[src/rtl/dci_pkg.sv]
package dci_pkg;
    localparam int NUM_FLAGS  = 5;
    localparam int CTRL_W     = 7;
    localparam int REG_W      = 8;

    localparam int FLG_BRK    = 0;
    localparam int FLG_DONE   = 1;
    localparam int FLG_SRCERR = 2;
    localparam int FLG_DSTERR = 3;
    localparam int FLG_CFGERR = 4;

    typedef struct packed {
        logic       dual_mode;
        logic [1:0] req_src;
        logic       ext_opt;
        logic       err_ie;
        logic       done_ie;
        logic       brk_ie;
    } ctrl_t;

    typedef enum logic {
        IRQ_IDLE   = 1'b0,
        IRQ_ASSERT = 1'b1
    } irq_state_e;
endpackage

[src/rtl/dci_status_flags.sv]
module dci_status_flags #(
    parameter int NFLAG = dci_pkg::NUM_FLAGS
) (
    input  logic             clk,
    input  logic             rst,
    input  logic [NFLAG-1:0] set_i,
    input  logic [NFLAG-1:0] clr_i,
    output logic [NFLAG-1:0] flags_q,
    output logic [NFLAG-1:0] flags_d
);
    for (genvar g = 0; g < NFLAG; g++) begin : g_flag
        // event has priority over the clear
        assign flags_d[g] = set_i[g] | (flags_q[g] & ~clr_i[g]);

        always_ff @(posedge clk) begin
            if (rst) flags_q[g] <= 1'b0;
            else     flags_q[g] <= flags_d[g];
        end


        event_wins_chk: assert property (@(posedge clk) disable iff (rst)
            set_i[g] |=> flags_q[g]);


        w1c_clear_chk: assert property (@(posedge clk) disable iff (rst)
            (clr_i[g] && !set_i[g]) |=> !flags_q[g]);
    end
endmodule

[src/rtl/dci_irq_fsm.sv]
module dci_irq_fsm (
    input  logic clk,
    input  logic rst,
    input  logic cause_next,
    output logic irq_n
);
    import dci_pkg::*;

    irq_state_e state_q, state_d;

    always_comb begin
        unique case (state_q)
            IRQ_IDLE:   state_d = cause_next ? IRQ_ASSERT : IRQ_IDLE;
            IRQ_ASSERT: state_d = cause_next ? IRQ_ASSERT : IRQ_IDLE;
            default:    state_d = IRQ_IDLE;
        endcase
    end

    always_ff @(posedge clk) begin
        if (rst) state_q <= IRQ_IDLE;
        else     state_q <= state_d;
    end

    always_comb begin
        irq_n = (state_q != IRQ_ASSERT);
    end


    irq_reset_chk: assert property (@(posedge clk)
        rst |=> irq_n);
endmodule

[src/rtl/dci_hs_decode.sv]
module dci_hs_decode (
    input  dci_pkg::ctrl_t ctrl,
    output logic           hs_rd_phase,
    output logic           hs_wr_phase,
    output logic           xfer_to_dev,
    output logic           src_requests
);
    logic ext_req;

    always_comb begin
        ext_req      = ctrl.req_src[1];
        hs_rd_phase  = ext_req &  ctrl.ext_opt;
        hs_wr_phase  = ext_req & ~ctrl.ext_opt;
        xfer_to_dev  = ext_req & ~ctrl.dual_mode &  ctrl.ext_opt;
        src_requests = ext_req &  ctrl.dual_mode &  ctrl.ext_opt;
    end
endmodule

[src/rtl/dma_chan_irq_ctl.sv]
module dma_chan_irq_ctl (
    input  logic       clk,
    input  logic       rst,
    input  logic       bus_owner,
    input  logic       ev_brk,
    input  logic       ev_done,
    input  logic       ev_src_err,
    input  logic       ev_dst_err,
    input  logic       ev_cfg_err,
    input  logic       reg_we,
    input  logic       reg_addr,
    input  logic [7:0] reg_wdata,
    output logic [7:0] reg_rdata,
    output logic       irq_n,
    output logic       hs_rd_phase,
    output logic       hs_wr_phase,
    output logic       xfer_to_dev,
    output logic       src_requests
);
    import dci_pkg::*;

    localparam int ERR_LO = FLG_SRCERR;
    localparam int ERR_HI = FLG_CFGERR;

    ctrl_t                ctrl_q, ctrl_d;
    logic [NUM_FLAGS-1:0] ev_vec, clr_vec, stat_q, stat_d;
    logic                 cause_next;

    always_comb begin
        ctrl_d = ctrl_q;
        if (reg_we && !reg_addr) ctrl_d = ctrl_t'(reg_wdata[CTRL_W-1:0]);
    end

    always_ff @(posedge clk) begin
        if (rst) ctrl_q <= '0;
        else     ctrl_q <= ctrl_d;
    end

    always_comb begin
        ev_vec              = '0;
        ev_vec[FLG_BRK]     = ev_brk & bus_owner;
        ev_vec[FLG_DONE]    = ev_done;
        ev_vec[FLG_SRCERR]  = ev_src_err;
        ev_vec[FLG_DSTERR]  = ev_dst_err;
        ev_vec[FLG_CFGERR]  = ev_cfg_err;
        clr_vec = (reg_we && reg_addr) ? reg_wdata[NUM_FLAGS-1:0] : '0;
    end

    dci_status_flags #(.NFLAG(NUM_FLAGS)) u_flags (
        .clk     (clk),
        .rst     (rst),
        .set_i   (ev_vec),
        .clr_i   (clr_vec),
        .flags_q (stat_q),
        .flags_d (stat_d)
    );

    always_comb begin
        cause_next = (ctrl_d.brk_ie  & stat_d[FLG_BRK])
                   | (ctrl_d.done_ie & stat_d[FLG_DONE])
                   | (ctrl_d.err_ie  & (|stat_d[ERR_HI:ERR_LO]));
    end

    dci_irq_fsm u_irq (
        .clk        (clk),
        .rst        (rst),
        .cause_next (cause_next),
        .irq_n      (irq_n)
    );

    dci_hs_decode u_hs (
        .ctrl         (ctrl_q),
        .hs_rd_phase  (hs_rd_phase),
        .hs_wr_phase  (hs_wr_phase),
        .xfer_to_dev  (xfer_to_dev),
        .src_requests (src_requests)
    );

    always_comb begin
        reg_rdata = '0;
        if (reg_addr) reg_rdata[NUM_FLAGS-1:0] = stat_q;
        else          reg_rdata[CTRL_W-1:0]    = ctrl_q;
    end


    brk_irq_chk: assert property (@(posedge clk) disable iff (rst)
        (ctrl_q.brk_ie && stat_q[FLG_BRK]) |-> !irq_n);


    brk_owner_chk: assert property (@(posedge clk) disable iff (rst)
        (!stat_q[FLG_BRK] && !bus_owner) |=> !stat_q[FLG_BRK] || $past(!rst && bus_owner));


    done_irq_chk: assert property (@(posedge clk) disable iff (rst)
        (ctrl_q.done_ie && stat_q[FLG_DONE]) |-> !irq_n);


    err_irq_chk: assert property (@(posedge clk) disable iff (rst)
        (ctrl_q.err_ie && (|stat_q[ERR_HI:ERR_LO])) |-> !irq_n);


    irq_release_chk: assert property (@(posedge clk) disable iff (rst)
        !((ctrl_q.brk_ie && stat_q[FLG_BRK]) || (ctrl_q.done_ie && stat_q[FLG_DONE])
          || (ctrl_q.err_ie && (|stat_q[ERR_HI:ERR_LO]))) |-> irq_n);


    internal_req_chk: assert property (@(posedge clk) disable iff (rst)
        !ctrl_q.req_src[1] |-> !(hs_rd_phase || hs_wr_phase || xfer_to_dev || src_requests));


    phase_onehot_chk: assert property (@(posedge clk) disable iff (rst)
        $onehot0({hs_rd_phase, hs_wr_phase}) && !(xfer_to_dev && src_requests));
endmodule

[config.mk]
export PLATFORM = sky130hd
export DESIGN_NAME = dma_chan_irq_ctl
export DESIGN_NICKNAME = d
export VERILOG_FILES = /design/src/rtl/dci_pkg.sv /design/src/rtl/dci_status_flags.sv /design/src/rtl/dci_irq_fsm.sv /design/src/rtl/dci_hs_decode.sv /design/src/rtl/dma_chan_irq_ctl.sv
export SDC_FILE = /design/constraint.sdc
export NUM_CORES = 1
export LEC_CHECK = 0
export CAP_MARGIN = 20
export CORE_MARGIN = 1
export CORE_UTILIZATION = 43
export CTS_BUF_LIST = sky130_fd_sc_hd__clkbuf_2
export DETAILED_ROUTE_END_ITERATION = 12
export PLACE_DENSITY = 0.83
export SYNTH_ARGS = -nofsm -noshare
export SYNTH_HDL_FRONTEND = slang
export SYNTH_SLANG_ARGS = --single-unit
[constraint.sdc]
create_clock -name clk -period 3.31 [get_ports clk]
set_clock_uncertainty 0.15 [all_clocks]
set_input_delay 0.4965 -clock clk [delete_from_list [all_inputs] [get_ports clk]]
set_output_delay 0.4965 -clock clk [all_outputs]
set_load 0.005 [all_outputs]
==> key figures <==
Route
  • Vias per inst: 4.95
  • Detail Route Antenna Nets: 0
  • Routed via count: 564
  • Final wirelength: 1380 um
  • Drt drc: 0
  • 1st-pass router iterations: 4
  • Initial DRC count: 17
  • Avg WL per Cell: 12.1 um

Worst setup path
  • CP max stage cell: clkdlybuf4s50_1
  • Worst path top cell family by delay: buffers and inverters
  • Largest stage delay, worst path: 790 ps
  • CP startpoint kind: input port
  • Cells along the critical path: clkdlybuf4s50_1 > mux2_2 > clkdlybuf4s50_1
  • Crit-path max FO: 14
  • Crit path top cell by count: clkdlybuf4s50_1
  • Crit path required time: 2660 ps
  • Buffers & Inverters on Critical Path: 2
  • Crit end category: output port
  • Data arrival, critical path: 2130 ps
  • Setup Crit Path Kind: in -> out

Clock tree
  • CTS tree: done
  • Clock latency on the worst-skew pair: 260 ps
  • Num CTS Buffers: 3
  • CTS resizes: 0
  • H-tree Lvls: 1
  • Clock Pin Slew Worst Setup and Hold Paths: 120 ps
  • Clock sink count: 13
  • Post CTS Setup Buffer Count: 0
  • Clock root buffer master: clkbuf_2
  • Clock Tree Buf Depth: 2
  • Hold buffers post-CTS: 0

Yosys
  • Commonest cells post-synth: dfxtp_1 (13), nand2_1 (12), a21oi_1 (8)
  • Net count after synthesis: 88
  • Async SR Flop Fraction: 0
  • Gate count after technology mapping: 70
  • EDFF count, synth: 0
  • Cell taking the most area after synthesis: dfxtp_1
  • Count leader, synth: dfxtp_1
  • Synth top area share: 0.433
  • Top post-synthesis cells by area: dfxtp_1 (43%), mux2_2 (9.4%), nand2_1 (7.5%)
  • Mean post-synth cell area: 8.58 um2
  • Post-synthesis sequential area ratio: 0.433
  • Seq cells post-synth: 13
  • Synth warn: 0
  • Distinct cells, synth: 21
  • Synth Flop Type: dfxtp_1
  • Post-Syn Area: 601 um2

STA
  • Slew HR: 0.660
  • Fin. Hold Viols: 0
  • Total negative slack: 0 ps
  • Setup Viol. Count Final: 0
  • RSZ-0062 raised after global routing: no
  • Count of pins over their slew limit: 0
  • Fmax: 360 MHz
  • Worst-Margin Slew: 509 ps
  • Shortest period the worst path allows: 2780 ps
  • Fin crit share: 0.839

Placement
  • PortBufs: 28
  • Dpl hpwl: 1030 um
  • Routability-driven placement congestion ratio: 0.689
  • Cell count after placement: 110

Floorplanning
  • Die footprint: 1550 um2
  • Io pins: 31
  • Core area: 1300 um2
  • Initial core utilization: 0.462
  • # rows: 13
  • Chip Width: 39.4 um
  • Die H: 39.4 um

Cells and area
  • Layout cell share with drive strength beyond 1: 0.121
  • Layout Nets: 118
  • Total inserted antenna cells: 0
  • Multi-input logic area: 303 um2
  • Area occupied by registers: 260 um2
  • Final Instance Count excl. Fillers: 114
  • Filler Cell Count: 131
  • Layout area overhead: 48.8%

Global route
  • Vias in the first global route: 481
  • First-pass GRT wire length: 2010 um
  • Largest net degree at the start of global routing: 15
  • Global Route Usage Sum: 0.203
  • Overflow after GRT: 0
  • Antenna violations before repair: 0

Job
  • Max Cap Violations: 0

Pwr
  • Power density cells: 359 nW/um2
  • Peak supply drop: 0.282 mV
  • LEAKAGE: 0.000350 uW

Hold path
  • Hold Crit Class: reg -> reg

Outcome
  • Status: finished clean
worst min-delay path: stages, from the launching register on:
cell and delay (ps):
dfxtp_1 340, nand2_1 50, a21oi_1 60
per-stage QoR:
step / hold WS [ps] / power [uW] / utilization / setup WS [ps] / instance area [um2]
3_3_place_gp: 299 / 240 / 0.671 / 539 / 873
5_1_grt: 350 / 339 / 0.687 / 473 / 893
3_5_place_dp: 311 / 242 / 0.671 / 540 / 873
4_1_cts: 329 / 326 / 0.687 / 538 / 893
2_1_floorplan: 284 / 203 / - / 1730 / 601
6_report: 334 / 321 / 0.687 / 531 / 893
layout by cell type, fill, tap and decap left out, drive strengths merged, types with 4 or more instances in the layout:
| cell | n |
|---|---|
| mux2 | 5 |
| dfxtp | 13 |
| nor2 | 5 |
| clkbuf | 4 |
| a21oi | 10 |
| nand2 | 12 |
| nand3 | 6 |
| clkdlybuf4s50 | 28 |
| nor2b | 5 |
logic make-up (layout without fill, tap and decap cells):
group	Yosys count	in the layout	share of synthesized area
multiplexers	6	6	0.110
AO/OA/AOI/OAI	12	12	0.127
other	1	1	0.00624
flip-flops	13	13	0.433
AND/OR/NAND/NOR	33	33	0.260
buffers and inverters	5	34	0.0625
registers in the layout, summed over array words and instances, names as in the netlist:
register,cells
ctrl_q,7
u_flags.flags_q,5
u_irq.state_q,1
per-layer routing:
layer / global-route usage / part of all wire
met4: 0.155 / 0.0080
met1: 0.238 / 0.41
met3: 0.0341 / 0.076
met2: 0.325 / 0.51
met5: 0 / 0
area by class of cell:
class | count | area share
sequential | 13 | 0.291
clock buffer | 4 | 0.0224
multi-input combinational | 52 | 0.339
inverter | 1 | 0.00420
tap | 15 | 0.0210
timing repair buffer | 29 | 0.322
power breakdown:
part	switching, uW	internal (uW)	leakage [uW]
combinational	25.1	42.4	0.000226
clock	49.6	32.1	0.0000166
sequential	5.44	166	0.000107
total	80.2	240	0.000350
final timing paths:
check / startpoint / to / slack, ps / cells past startpoint
max: reg_addr / reg_rdata[3] / 530 / 3
min: ctrl_q[4]$_SDFFE_PP0N_ / ctrl_q[4]$_SDFFE_PP0N_ / 330 / 2
max reg2reg: u_flags.flags_q[3]$_SDFF_PP0_ / u_irq.state_q$_SDFF_PP0_ / 2120 / 3
min reg2reg: ctrl_q[4]$_SDFFE_PP0N_ / ctrl_q[4]$_SDFFE_PP0N_ / 330 / 2
(Power assumes the default switching activity.)
